## src/rtl/fp_grs_rounder_pkg.sv

```systemverilog
package fp_grs_rounder_pkg;

  typedef enum logic [1:0] {
    RND_NEAR_EVEN = 2'b00,
    RND_ZERO      = 2'b01,
    RND_POS_INF   = 2'b10,
    RND_NEG_INF   = 2'b11
  } rndMode_e;

  // strobes from the decision logic to the datapath
  typedef struct packed {
    logic incEn;
    logic passThru;
  } rndStrobe_t;

endpackage

```

## src/rtl/fp_grs_rounder_ctrl.sv

```systemverilog
module fp_grs_rounder_ctrl
  import fp_grs_rounder_pkg::*;
(
  input  logic       guardBit,
  input  logic       roundBit,
  input  logic       stickyBit,
  input  logic       lsbBit,
  input  logic       signIn,
  input  logic [1:0] roundMode,
  input  logic       intBypass,
  output rndStrobe_t strobes,
  output logic       inexact
);

  logic anyLost;
  logic wantInc;
  rndMode_e modeSel;

  assign modeSel = rndMode_e'(roundMode);
  assign anyLost = guardBit | roundBit | stickyBit;

  always_comb begin
    wantInc = 1'b0;
    unique case (modeSel)
      RND_NEAR_EVEN: begin
        if (guardBit) begin
          if (roundBit | stickyBit) wantInc = 1'b1;
          else                      wantInc = lsbBit;
        end
      end
      RND_ZERO:    wantInc = 1'b0;
      RND_POS_INF: wantInc = anyLost & ~signIn;
      RND_NEG_INF: wantInc = anyLost & signIn;
      default:     wantInc = 1'b0;
    endcase
  end

  always_comb begin
    strobes.passThru = intBypass;
    strobes.incEn    = wantInc & ~intBypass;
    inexact          = anyLost & ~intBypass;
  end

endmodule

```

## src/rtl/fp_grs_rounder_dp.sv

```systemverilog
module fp_grs_rounder_dp
  import fp_grs_rounder_pkg::*;
#(
  parameter int SIG_W  = 33,
  parameter int TAIL_W = 66,
  localparam int IN_W  = SIG_W + 2 + TAIL_W
) (
  input  logic [IN_W-1:0]  sigIn,
  input  logic             stickyIn,
  input  rndStrobe_t       strobes,
  output logic             guardBit,
  output logic             roundBit,
  output logic             stickyBit,
  output logic             lsbBit,
  output logic [SIG_W-1:0] sigOut,
  output logic             expInc
);

  logic [SIG_W-1:0] keptSig;
  logic [TAIL_W-1:0] tailBits;
  logic [SIG_W:0]   incSum;

  assign keptSig   = sigIn[IN_W-1 -: SIG_W];
  assign guardBit  = sigIn[TAIL_W+1];
  assign roundBit  = sigIn[TAIL_W];
  assign tailBits  = sigIn[TAIL_W-1:0];
  assign stickyBit = stickyIn | (|tailBits);
  assign lsbBit    = keptSig[0];

  // one spare bit catches the carry-out of an all-ones significand
  assign incSum = {1'b0, keptSig} + {{SIG_W{1'b0}}, strobes.incEn};

  always_comb begin
    if (strobes.passThru) begin
      sigOut = keptSig;
      expInc = 1'b0;
    end else if (incSum[SIG_W]) begin
      sigOut = incSum[SIG_W:1];
      expInc = 1'b1;
    end else begin
      sigOut = incSum[SIG_W-1:0];
      expInc = 1'b0;
    end
  end

endmodule

```

## src/rtl/fp_grs_rounder.sv

```systemverilog
module fp_grs_rounder
  import fp_grs_rounder_pkg::*;
#(
  parameter int SIG_W   = 33,
  parameter int TAIL_W  = 66,
  parameter bit OUT_REG = 1'b1,
  localparam int IN_W   = SIG_W + 2 + TAIL_W
) (
  input  logic             clk,
  input  logic             rstN,
  input  logic             inValid,
  input  logic [IN_W-1:0]  sigIn,
  input  logic             stickyIn,
  input  logic             signIn,
  input  logic [1:0]       roundMode,
  input  logic             intBypass,
  output logic             outValid,
  output logic [SIG_W-1:0] sigOut,
  output logic             expInc,
  output logic             inexact
);

  rndStrobe_t       strobes;
  logic             guardBit, roundBit, stickyBit, lsbBit;
  logic [SIG_W-1:0] sigComb;
  logic             expIncComb;
  logic             inexactComb;

  fp_grs_rounder_dp #(.SIG_W(SIG_W), .TAIL_W(TAIL_W)) u_dp (
    .sigIn     (sigIn),
    .stickyIn  (stickyIn),
    .strobes   (strobes),
    .guardBit  (guardBit),
    .roundBit  (roundBit),
    .stickyBit (stickyBit),
    .lsbBit    (lsbBit),
    .sigOut    (sigComb),
    .expInc    (expIncComb)
  );

  fp_grs_rounder_ctrl u_ctrl (
    .guardBit  (guardBit),
    .roundBit  (roundBit),
    .stickyBit (stickyBit),
    .lsbBit    (lsbBit),
    .signIn    (signIn),
    .roundMode (roundMode),
    .intBypass (intBypass),
    .strobes   (strobes),
    .inexact   (inexactComb)
  );

  generate
    if (OUT_REG) begin : g_reg
      always_ff @(posedge clk) begin
        if (!rstN) begin
          outValid <= 1'b0;
          sigOut   <= '0;
          expInc   <= 1'b0;
          inexact  <= 1'b0;
        end else begin
          outValid <= inValid;
          if (inValid) begin
            sigOut  <= sigComb;
            expInc  <= expIncComb;
            inexact <= inexactComb;
          end
        end
      end
    end else begin : g_comb
      assign outValid = inValid;
      assign sigOut   = sigComb;
      assign expInc   = expIncComb;
      assign inexact  = inexactComb;
    end
  endgenerate

endmodule

```

## config.mk

```make
export PLATFORM = sky130hd
export DESIGN_NAME = fp_grs_rounder
export DESIGN_NICKNAME = d
export VERILOG_FILES = /design/src/rtl/fp_grs_rounder_pkg.sv /design/src/rtl/fp_grs_rounder_ctrl.sv /design/src/rtl/fp_grs_rounder_dp.sv /design/src/rtl/fp_grs_rounder.sv
export SDC_FILE = /design/constraint.sdc
export NUM_CORES = 1
export LEC_CHECK = 0
export BUFFER_PORTS_ARGS = -buffer_cell sky130_fd_sc_hd__buf_2
export CAP_MARGIN = 20
export CORE_MARGIN = 2
export CORE_UTILIZATION = 42
export CTS_BUF_LIST = sky130_fd_sc_hd__clkbuf_2 sky130_fd_sc_hd__clkbuf_4 sky130_fd_sc_hd__clkbuf_8
export DETAILED_ROUTE_END_ITERATION = 16
export GPL_TIMING_DRIVEN = 0
export PLACE_DENSITY = 0.84
export SETUP_SLACK_MARGIN = 0.1
export SLEW_MARGIN = 20
export SYNTH_ARGS = -nofsm -noshare
export SYNTH_HDL_FRONTEND = slang
export SYNTH_SLANG_ARGS = --single-unit
```

## constraint.sdc

```tcl
create_clock -name clk -period 2.92 [get_ports clk]
set_input_delay 0.292 -clock clk [delete_from_list [all_inputs] [get_ports clk]]
set_output_delay 0.292 -clock clk [all_outputs]
set_load 0.05 [all_outputs]
```

==> results.cfg, run 1 <==
[status]
status = completed

[logic_synthesis]
syn-instance-count = 346
synth_area_um2 = 2579
synth_enable_flop_cells = 0
ys.warnings.count = 0
ys.flop_type = dfxtp_1
synth_area_per_cell_um2 = 7.453
synth_seq_area_share_pct = 27.95
async_reset_ff_share_pct = 0
ys_types = 52
ys_seq_elements = 36
synth_nets = 457

[floorplan]
start_util_pct = 43.55
die_x_um = 82.36
num_rows = 28
die_h_um = 82.36
die_area_um2 = 6782
core_area_um2 = 5921
ios = 145

[cells_and_area]
fin_nets = 613
nFillCells = 535
syn2layout_area_growth_pct = 42.12
diodes = 0
layout_commonest_cell = buf_2
fin_area_um2 = 3665
final_cell_mix = buf_2, dfxtp_1, o21ai_0
layout-drive-gt1-share_pct = 36.85

[placed_design]
gp_congestion = 0.9684
placed_area_um2 = 3390
dp_hpwl_um = 7898
place_ws_ps = -1003
portBuffers = 142

[setup_path]
r2r_slack_ps = 1720
criticalPathCategory = in2reg
reg2reg_to = sigOut[29]
startpoint_type = input port
critPathLaunch = intBypass
cp_max_fo = 10
critPathCaptureType = register
reg2reg_depth = 4
crit_required_ps = 3130
cp.arrival_ps = 2960
r2r-start = sigOut[29]

[route]
drc = 0
drtIter0Drc = 324
ant_nets = 0
via_per_inst = 6.163
wl_um = 10750
wl_per_cell_um = 18.64
first_pass_iters = 5
vias = 3556

[clock_network]
clockBufferDepth = 2
cts.htree.levels = 2
cts_tree = built
cts_sinks = 36
clockRootBuffer = clkbuf_8
path_clk_slew_ps = 70
clk_latency_ps = 290
cts_made_buffers = 5
cts_hold_buf = 0

[timing]
period_share_pct = 94.14
tightest_slew_ps = 953.0
finalHoldViolCount = 0
fin_crit_ps = 2749
layout_setup_ws_ps = 171.0
skew_ps = 0
rsz0062_at_grt = no
max_freq_mhz = 363.8
finalSetupViolCount = 0
slew_headroom_pct = 35.98
slew_viol_final = 0

[global_routing]
antenna_found_initial = 0
grt-ovfl-total = 0
grt_pass1_wl_um = 15680
grt_pass1_vias = 3321
grt_max_degree = 11
grt_util_all_layers_pct = 30.76

[worst_hold_path]
worstHoldEndpoint = sigOut[28]
hp-start = sigIn[96]
hold_path_class = in2reg
worstHoldPathCells = 3

[flow_run]
drv_cap = 0

[pwr]
ir_drop_mv = 0.2109
power.leakage_nw = 1.578
power_density_nw_per_um2 = 366.2
report_power, final:
part | leakage [nW] | internal [mW] | total [mW] | switching (mW)
sequential | 0.299 | 0.527 | 0.545 | 0.0174
clock | 0.0445 | 0.172 | 0.350 | 0.179
combinational | 1.23 | 0.144 | 0.447 | 0.303
what timing repair did:
| action | 4_1_cts | 5_1_grt |
|---|---|---|
| resized for setup | 15 | 12 |
| setup endpoints to repair | 33 | 31 |
| pin swaps | 3 | 4 |
| setup buffers | 4 | 3 |
cell usage after synthesis (all sizes together), types with 4 or more instances:
library cell	instances	area, um^2
inv	10	37.54
nand3	19	100.1
and4	9	80.08
a21oi	24	120.1
nand4	14	108.9
or4	4	33.78
o31ai	8	60.06
o211ai	5	37.54
xnor2	8	70.07
and2	4	25.02
a31oi	17	106.4
o21ai	30	150.1
nor3	6	35.03
dfxtp	36	720.7
nor2	25	93.84
nand2	27	101.4
clkbuf	15	56.30
and3	6	37.54
o21a	5	37.54
nor4	27	175.2
xor2	9	78.83
per-stage QoR:
step           setup TNS, ps  utilization [%]  instances  total power, mW  hold slack [ps]
2_1_floorplan              0                -        346           0.8014            431.9
3_3_place_gp          -27010            57.14        563           0.9706            479.2
3_5_place_dp          -24810            57.25        563           0.9786            489.6
4_1_cts                    0            60.40        574            1.336            275.0
5_1_grt                    0            61.90        577            1.399            288.6
6_report                   0            61.90        577            1.342            280.2
flip-flops by register name, indices dropped and copies added (netlist names):
register	flops
outValid	1
expInc	1
inexact	1
sigOut	33
worst max-delay path: stages:
cell      delay (ps)
buf_2            160
buf_6            170
clkbuf_8         180
a211oi_4         210
ha_2             250
nand2_2          100
or4_4            550
or4b_4           530
or4_1            410
o211ai_1         100
worst max path at each step:
| stage | endpoint | slack (ps) |
|---|---|---|
| floorplan | sigOut[29] | 100 |
| detailed placement | sigOut[17] | -1000 |
| CTS | sigOut[29] | 100 |
| global placement | sigOut[22] | -1030 |
| finish | sigOut[29] | 170 |
| global route | sigOut[17] | 100 |
area by class of cell:
type | instances | area (um^2) | area share, %
Multi-Input combinational cell | 283 | 1872 | 51.08
Timing Repair Buffer | 149 | 775.7 | 21.17
Sequential cell | 36 | 720.7 | 19.67
Tap cell | 75 | 93.84 | 2.561
Buffer | 17 | 83.83 | 2.287
Clock buffer | 6 | 76.32 | 2.083
Inverter | 10 | 37.54 | 1.024
Clock inverter | 1 | 5.005 | 0.1366
cell families after synthesis:
group | after synthesis | synth area share, %
fa+ha+maj | 2 | 0.9702
compound gates | 103 | 24.41
simple gates | 158 | 35.71
mux | 3 | 1.213
buf+inv | 27 | 3.978
xor+xnor | 17 | 5.774
flops | 36 | 27.95
routing by layer:
metal  wire length, um  up-vias  share of wire [%]  global-route usage, %
met2              5121      247                 48                  53.55
met1              4173     1627                 39                  35.52
met4               374        0                3.5                  16.50
li1                  -     1644                  -                      -
met5                 0        -                  0                      0
met3              1085       38                 10                  5.543
Power figures use the tool's default switching activity.
==> run 2, diff against run 1 <==
--- a/config.mk
+++ b/config.mk
@@ -12,8 +12,10 @@
 export CTS_BUF_LIST = sky130_fd_sc_hd__clkbuf_2 sky130_fd_sc_hd__clkbuf_4 sky130_fd_sc_hd__clkbuf_8
 export DETAILED_ROUTE_END_ITERATION = 16
 export GPL_TIMING_DRIVEN = 0
+export HOLD_SLACK_MARGIN = 0.06
+export MAX_ROUTING_LAYER = met4
 export PLACE_DENSITY = 0.84
-export SETUP_SLACK_MARGIN = 0.1
+export SETUP_SLACK_MARGIN = 0.5
 export SLEW_MARGIN = 20
 export SYNTH_ARGS = -nofsm -noshare
 export SYNTH_HDL_FRONTEND = slang
==> run 2 against run 1 <==
Effect of this change:
- count of clock-buffer cells in the layout unchanged
- register-to-register slack improved by 30 ps
- first-iteration DRC count increased by 0.31%
- power increased by 3.4%
- critical endpoint is now sigOut[3]
==> results.cfg, run 2 (synthesized netlist as in run 1, its figures left out) <==
[cells_and_area]
fin_nets = 621
largest_reg_flops = 33
final_cell_mix = buf_2, dfxtp_1, o21ai_0
syn2layout_area_growth_pct = 57.69
layout-drive-gt1-share_pct = 43.14
layout_commonest_cell = buf_2
largest-register = sigOut
post-route-util_pct = 68.68

[setup_path]
reg2reg_depth = 4
r2r_slack_ps = 1750
r2r-start = sigOut[29]
reg2reg_to = sigOut[29]
startpoint_type = input port
criticalPathCategory = in2reg
critPathCaptureType = register
cp.arrival_ps = 2810
crit_required_ps = 3110
cp_max_fo = 4

[pwr]
comb_power_share_pct = 35.6
switchingPower_mw = 0.5235
netSwitchingFraction_pct = 37.71
p_int_mw = 0.8646
power.leakage_nw = 1.703
power_density_nw_per_um2 = 341.4
total_power_mw = 1.388
p_clk_share_pct = 25.2
ir_drop_mv = 0.2634
seq_power_share_pct = 39.2

[global_routing]
grt_pass1_wl_um = 16040
grt-ovfl-total = 0
grt_util_all_layers_pct = 32.53
grt_max_degree = 11
grt_pass1_vias = 3458
antenna_found_initial = 4

[timing]
slew_viol_final = 0
max_freq_mhz = 381.0
fin_crit_ps = 2625
finalHoldViolCount = 0
skew_ps = 0
rsz0062_at_grt = yes
slew_headroom_pct = 52.07
tightest_slew_ps = 713.0
finalSetupViolCount = 0
period_share_pct = 89.89

[route]
first_pass_iters = 5
wl_per_cell_um = 20.01
ant_nets = 0
drc = 0
wl_um = 11790
drtIter0Drc = 325
via_per_inst = 6.323
vias = 3724

[clock_network]
cts_tree = built
path_clk_slew_ps = 70
clk_latency_ps = 290
cts_sinks = 36
clockRootBuffer = clkbuf_8
cts_made_buffers = 5
cts_hold_buf = 0
clockBufferDepth = 2
cts.htree.levels = 2

[floorplan]
die_area_um2 = 6782
ios = 145
core_area_um2 = 5921
die_x_um = 82.36
num_rows = 28
start_util_pct = 43.55
die_h_um = 82.36

[flow_run]
drv_cap = 0

[worst_hold_path]
worstHoldPathCells = 3
hp-start = sigIn[96]
worstHoldEndpoint = sigOut[28]
hold_path_class = in2reg

[placed_design]
gp_congestion = 0.9648
dp_hpwl_um = 7955
portBuffers = 142

[status]
status = completed
==> run 2: changes by cell type in the layout (fill, tap and decap cells not counted), sizes merged <==
cell and change:
buf +7, diode +4, clkbuf +1
==> run 2: worst max-delay path by stage <==
stage               from          to  slack, ps
2_1_floorplan  sigIn[29]  sigOut[29]        230
3_3_place_gp   intBypass   sigOut[4]       -560
3_5_place_dp   intBypass   sigOut[4]       -520
4_1_cts         sigIn[6]  sigOut[29]        330
5_1_grt        sigIn[14]  sigOut[17]        220
6_report       sigIn[14]   sigOut[3]        300
==> run 2: metal layers <==
layer,up-vias,share of wire [%],GRT usage (%)
li1,1674,-,-
met1,1708,36,33.71
met2,287,51,57.10
met3,55,9.4,4.674
met4,0,4.2,21.50
met5,-,0,-
==> run 2: cell type report <==
| type | count | area [um^2] |
|---|---|---|
| Clock inverter | 1 | 5.005 |
| Tap cell | 75 | 93.84 |
| Inverter | 10 | 37.54 |
| Antenna cell | 4 | 10.01 |
| Timing Repair Buffer | 157 | 898.4 |
| Multi-Input combinational cell | 283 | 2125 |
| Clock buffer | 6 | 76.32 |
| Sequential cell | 36 | 720.7 |
| Fill cell | 483 | 1854 |
| Buffer | 17 | 100.1 |
==> run 2: what timing repair did <==
item | 4_1_cts | 5_1_grt
pin swaps | 9 | 23
setup buffers | 9 | 6
gates resized for setup | 27 | 41
setup endpoints to repair | 34 | 32
==> run 2: metrics by stage <==
step	cell area [um^2]	hold WS, ps	TNS (ps)	worst slack (ps)	instances
final	4066	278.5	0	295.1	589
after global routing	4066	284.6	0	215.4	589
after CTS	3747	274.8	0	325.7	579
after detailed placement	3436	476.9	-8639	-516.2	563
after global placement	3430	466.9	-9854	-557.7	563
after floorplan	2625	431.9	0	231.0	346
==> run 2: critical path, cell delays in order <==
cell and delay (ps):
buf_2 100, nor4_2 270, and4_1 240, nand3_2 100
nor4_4 200, a211oi_2 110, ha_2 230, buf_4 150
ha_4 160, buf_4 140, nand3_4 120, xnor2_4 90
nor4_4 370, a211oi_2 70, o21a_1 190
==> run 2: power groups by stage <==
stage                     clock [mW]  sequential, mW  combinational (mW)
after floorplan                    0           0.680               0.127
after global placement             0           0.555               0.421
after detailed placement           0           0.555               0.426
after CTS                      0.360           0.544               0.446
after global routing           0.370           0.548               0.521
final                          0.350           0.544               0.494
